File: src/rtl/can_irq_arbiter.sv
module can_irq_arbiter #(
  parameter int NUM_OBJ = 15,
  parameter int ID_W    = 8
) (
  input  logic               clk,
  input  logic               rst_n,
  input  logic [NUM_OBJ-1:0] obj_pend,
  input  logic               stat_evt,
  input  logic               rd_stb,
  input  logic [1:0]         rd_lanes,
  input  logic               glb_ie,
  input  logic               stat_ie,
  output logic [ID_W-1:0]    int_id,
  output logic               irq
);

  localparam int TOP_OBJ = NUM_OBJ - 1;
  localparam logic [ID_W-1:0] ID_STAT = ID_W'(1);
  localparam logic [ID_W-1:0] ID_TOP  = ID_W'(2);

  logic            stat_pend;
  logic            stat_clr;
  logic            stat_nxt;
  logic [ID_W-1:0] id_nxt;

  assign stat_clr = rd_stb & rd_lanes[1];
  // a fresh event outranks a read in the same cycle
  assign stat_nxt = stat_evt | (stat_pend & ~stat_clr);

  always_comb begin
    id_nxt = '0;
    if (glb_ie) begin
      for (int k = TOP_OBJ; k >= 1; k--)
        if (obj_pend[k-1]) id_nxt = ID_W'(k + 2);
      if (obj_pend[TOP_OBJ]) id_nxt = ID_TOP;
      if (stat_ie && stat_nxt) id_nxt = ID_STAT;
    end
  end

  always_ff @(posedge clk or negedge rst_n) begin
    if (!rst_n) begin
      stat_pend <= 1'b0;
      int_id    <= '0;
      irq       <= 1'b0;
    end else begin
      stat_pend <= stat_nxt;
      int_id    <= id_nxt;
      irq       <= (id_nxt != '0);
    end
  end

endmodule

File: config.mk
export PLATFORM = sky130hd
export DESIGN_NAME = can_irq_arbiter
export DESIGN_NICKNAME = d
export VERILOG_FILES = /design/src/rtl/can_irq_arbiter.sv
export SDC_FILE = /design/constraint.sdc
export NUM_CORES = 1
export LEC_CHECK = 0
export BUFFER_PORTS_ARGS = -buffer_cell sky130_fd_sc_hd__buf_2
export CAP_MARGIN = 30
export CORE_AREA = 2 2 39 41
export DETAILED_ROUTE_END_ITERATION = 10
export DIE_AREA = 0 0 41 43
export PLACE_DENSITY = 0.66
export SLEW_MARGIN = 30
export SYNTH_ARGS = -nofsm -noshare
export SYNTH_HDL_FRONTEND = slang
export SYNTH_SLANG_ARGS = --single-unit
File: constraint.sdc
create_clock -name clk -period 3.55 [get_ports clk]
set_input_delay 0.5325 -clock clk [delete_from_list [all_inputs] [get_ports clk]]
set_output_delay 0.5325 -clock clk [all_outputs]
set_load 0.02 [all_outputs]
==> impl_metrics.py <==
metrics = {
    "status": {
        "outcome": "complete, no violations",
    },
    "timing": {
        "hold_viol_final": 0,
        "max_freq_ghz": 0.659,
        "finalCriticalPeriod_ns": 1.52,
        "finalCritPeriodShare_pct": 42.7,
        "fin_skew_ns": 0.00266,
        "holdWs_ns": 0.106,
        "setup_violations": 0,
        "rsz0062_at_grt": "false",
        "slew_violations": 0,
        "timing.setup.tns_ns": 0,
    },
    "grt": {
        "grt_pass1_vias": 367,
        "grt_use_total_pct": 11.4,
        "antenna_found_initial": 0,
        "grt_max_degree": 8,
        "grt_pass1_wl_um": 1390,
        "grt.overflow.total": 0,
    },
    "power_and_ir_drop": {
        "peakVddDrop_v": 0.000105,
        "powerDensity_nw_per_um2": 328,
        "p_leak_nw": 0.310,
    },
    "cells_and_area": {
        "syn2layout_area_growth_pct": 39.0,
        "sequential_cell_area_sq_um": 175,
        "fin_area_sq_um": 593,
        "utilization_pct": 42.9,
        "nets": 104,
        "multiInputGateArea_sq_um": 225,
        "fin_cells": 96,
        "nFillCells": 152,
        "drive_above_1_share_pct": 42.5,
        "n_antenna_cell": 0,
    },
    "worst_setup_path": {
        "crit_chain": "buf_2 -> nor2_4 -> o31ai_1 -> a2111o_1 -> o41a_1",
        "critical_path_class": "in2reg",
        "crit_path_end_kind": "register",
        "cp-start-kind": "input pin",
        "worstPathMaxFanout": 3,
        "cp.arrival_ns": 1.63,
        "critPathMaxStageDelay_ns": 0.42,
        "critPathSlowestCell": "a2111o_1",
        "crit_required_ns": 3.67,
        "critPathBufInv": 1,
        "crit_family": "compound AO/OA/AOI/OAI gates",
    },
    "placed_design": {
        "dp_cells": 92,
        "dpl.hpwl_um": 764,
        "place_area_sq_um": 567,
        "portBuffers": 27,
        "place_congestion": 0.747,
    },
    "route": {
        "vias_per_cell": 4.84,
        "antenna_left": 0,
        "drc": 0,
        "drt_iter0_drc": 0,
        "num_vias": 465,
        "routed_wl_um": 878,
        "drt-wirelength-per-cell_um": 9.15,
        "firstDrtPassIters": 1,
    },
    "synth": {
        "ys_top_cells_by_area": "dfrtp_1 (41%), buf_4 (5.3%), nor2_1 (5.3%)",
        "synth_warnings": 0,
        "ys.flop_type": "dfrtp_1",
        "ys_types": 22,
        "ys_seq_area_share_pct": 41.1,
        "async_flop_share_pct": 100,
        "synth.most_common_cell": "dfrtp_1",
        "synthesis.area_sq_um": 427,
        "netlist_top_cells_count": "dfrtp_1 (7), nor2_1 (6), nand2_1 (4)",
        "synth.largest_area_cell": "dfrtp_1",
        "synth.avg_cell_area_sq_um": 8.53,
        "synthCells": 50,
        "synth_edf_count": 0,
        "synth_top_cell_area_share_pct": 41.1,
        "ys_seq_elements": 7,
    },
    "cts": {
        "post_cts_buffers": 0,
        "cts_hold_buf": 0,
        "cts_resized": 0,
        "clock_latency_ns": 0.24,
        "clock_path_buffers": 2,
        "path_clk_slew_ns": 0.05,
        "cts_root_buffer": "clkbuf_4",
        "cts_tree": "done",
        "cts.sinks": 7,
        "cts-htree-levels": 1,
        "cts_made_buffers": 3,
    },
    "run": {
        "drv_cap": 0,
    },
    "floorplan": {
        "coreArea_sq_um": 1380,
        "dieArea_sq_um": 1760,
        "ioPinCount": 32,
        "die_h_um": 43,
        "rows": 14,
        "start_util_pct": 30.8,
        "die_w_um": 41,
    },
    "min_path": {
        "hp-class": "in2async",
    },
}
[report_power, final]
part	internal, mW	switching [mW]
sequential	0.0835	0.000689
combinational	0.0180	0.0239
clock	0.0427	0.0256
[cells by family (layout without fill, tap and decap cells)]
logic type / count (synthesis) / after routing / synth area share (%)
AND/OR/NAND/NOR: 24 / 24 / 30.2
AO/OA/AOI/OAI: 12 / 12 / 19.9
other: 1 / 3 / 0.879
flip-flops: 7 / 7 / 41.1
buffers and inverters: 6 / 34 / 7.92
[state kept, by name, indices dropped and copies added (netlist names)]
name       flops
irq            1
int_id         5
stat_pend      1
[final timing paths]
| path | start | end | slack, ns | cells after the start |
|---|---|---|---|---|
| max in group asynchronous | rst_n | int_id[0] | 3.30 | 1 |
| min in group clk | stat_evt | stat_pend | 0.49 | 2 |
| worst min register to register | stat_pend | stat_pend | 0.69 | 2 |
| worst min-delay path | rst_n | int_id[3] | 0.11 | 1 |
| worst max-delay path | obj_pend[8] | irq | 2.03 | 5 |
| worst max register to register | stat_pend | irq | 2.09 | 4 |
[stage by stage]
step           power (mW)  setup WS, ns
5_1_grt             0.208          1.93
6_report            0.194          2.03
3_3_place_gp        0.127          1.77
2_1_floorplan       0.108          1.97
4_1_cts             0.199          2.04
3_5_place_dp        0.128          1.78
[cells in the final DEF (no fill, tap or decap)]
| cell type | synthesis | routed |
|---|---|---|
| buf_2 | 0 | 27 |
| o41a_1 | 1 | 1 |
| a221o_1 | 1 | 1 |
| o21bai_1 | 1 | 1 |
| nor2b_1 | 3 | 3 |
| nor2_1 | 6 | 6 |
| nand3_1 | 1 | 1 |
| nand2_1 | 4 | 4 |
| nor2_4 | 1 | 1 |
| inv_1 | 3 | 3 |
| dfrtp_1 | 7 | 7 |
| clkbuf_4 | 0 | 3 |
| o31ai_1 | 1 | 1 |
| a21boi_0 | 1 | 1 |
| nor4_1 | 3 | 3 |
| and3_2 | 2 | 2 |
| clkbuf_1 | 0 | 1 |
| o21ai_0 | 3 | 3 |
| conb_1 | 1 | 3 |
| or2_2 | 1 | 1 |
| nor3_1 | 2 | 2 |
| a2111o_1 | 1 | 1 |
| and3_1 | 1 | 1 |
| a21oi_1 | 3 | 3 |
[metal layers]
layer | share of wire, % | GRT usage (%) | wire (um)
met5 | 0 | 0 | 0
met4 | 0 | 6.00 | 0
met3 | 11 | 2.09 | 99
met2 | 49 | 18.1 | 430
met1 | 40 | 13.8 | 349
[final cells by class]
cell class	count	share of cell area [%]
Tap cell	16	3.38
Inverter	3	1.90
Sequential cell	7	29.5
Clock buffer	4	4.43
Multi-Input combinational cell	39	38.0
Timing Repair Buffer	27	22.8
Power figures use the tool's default switching activity.
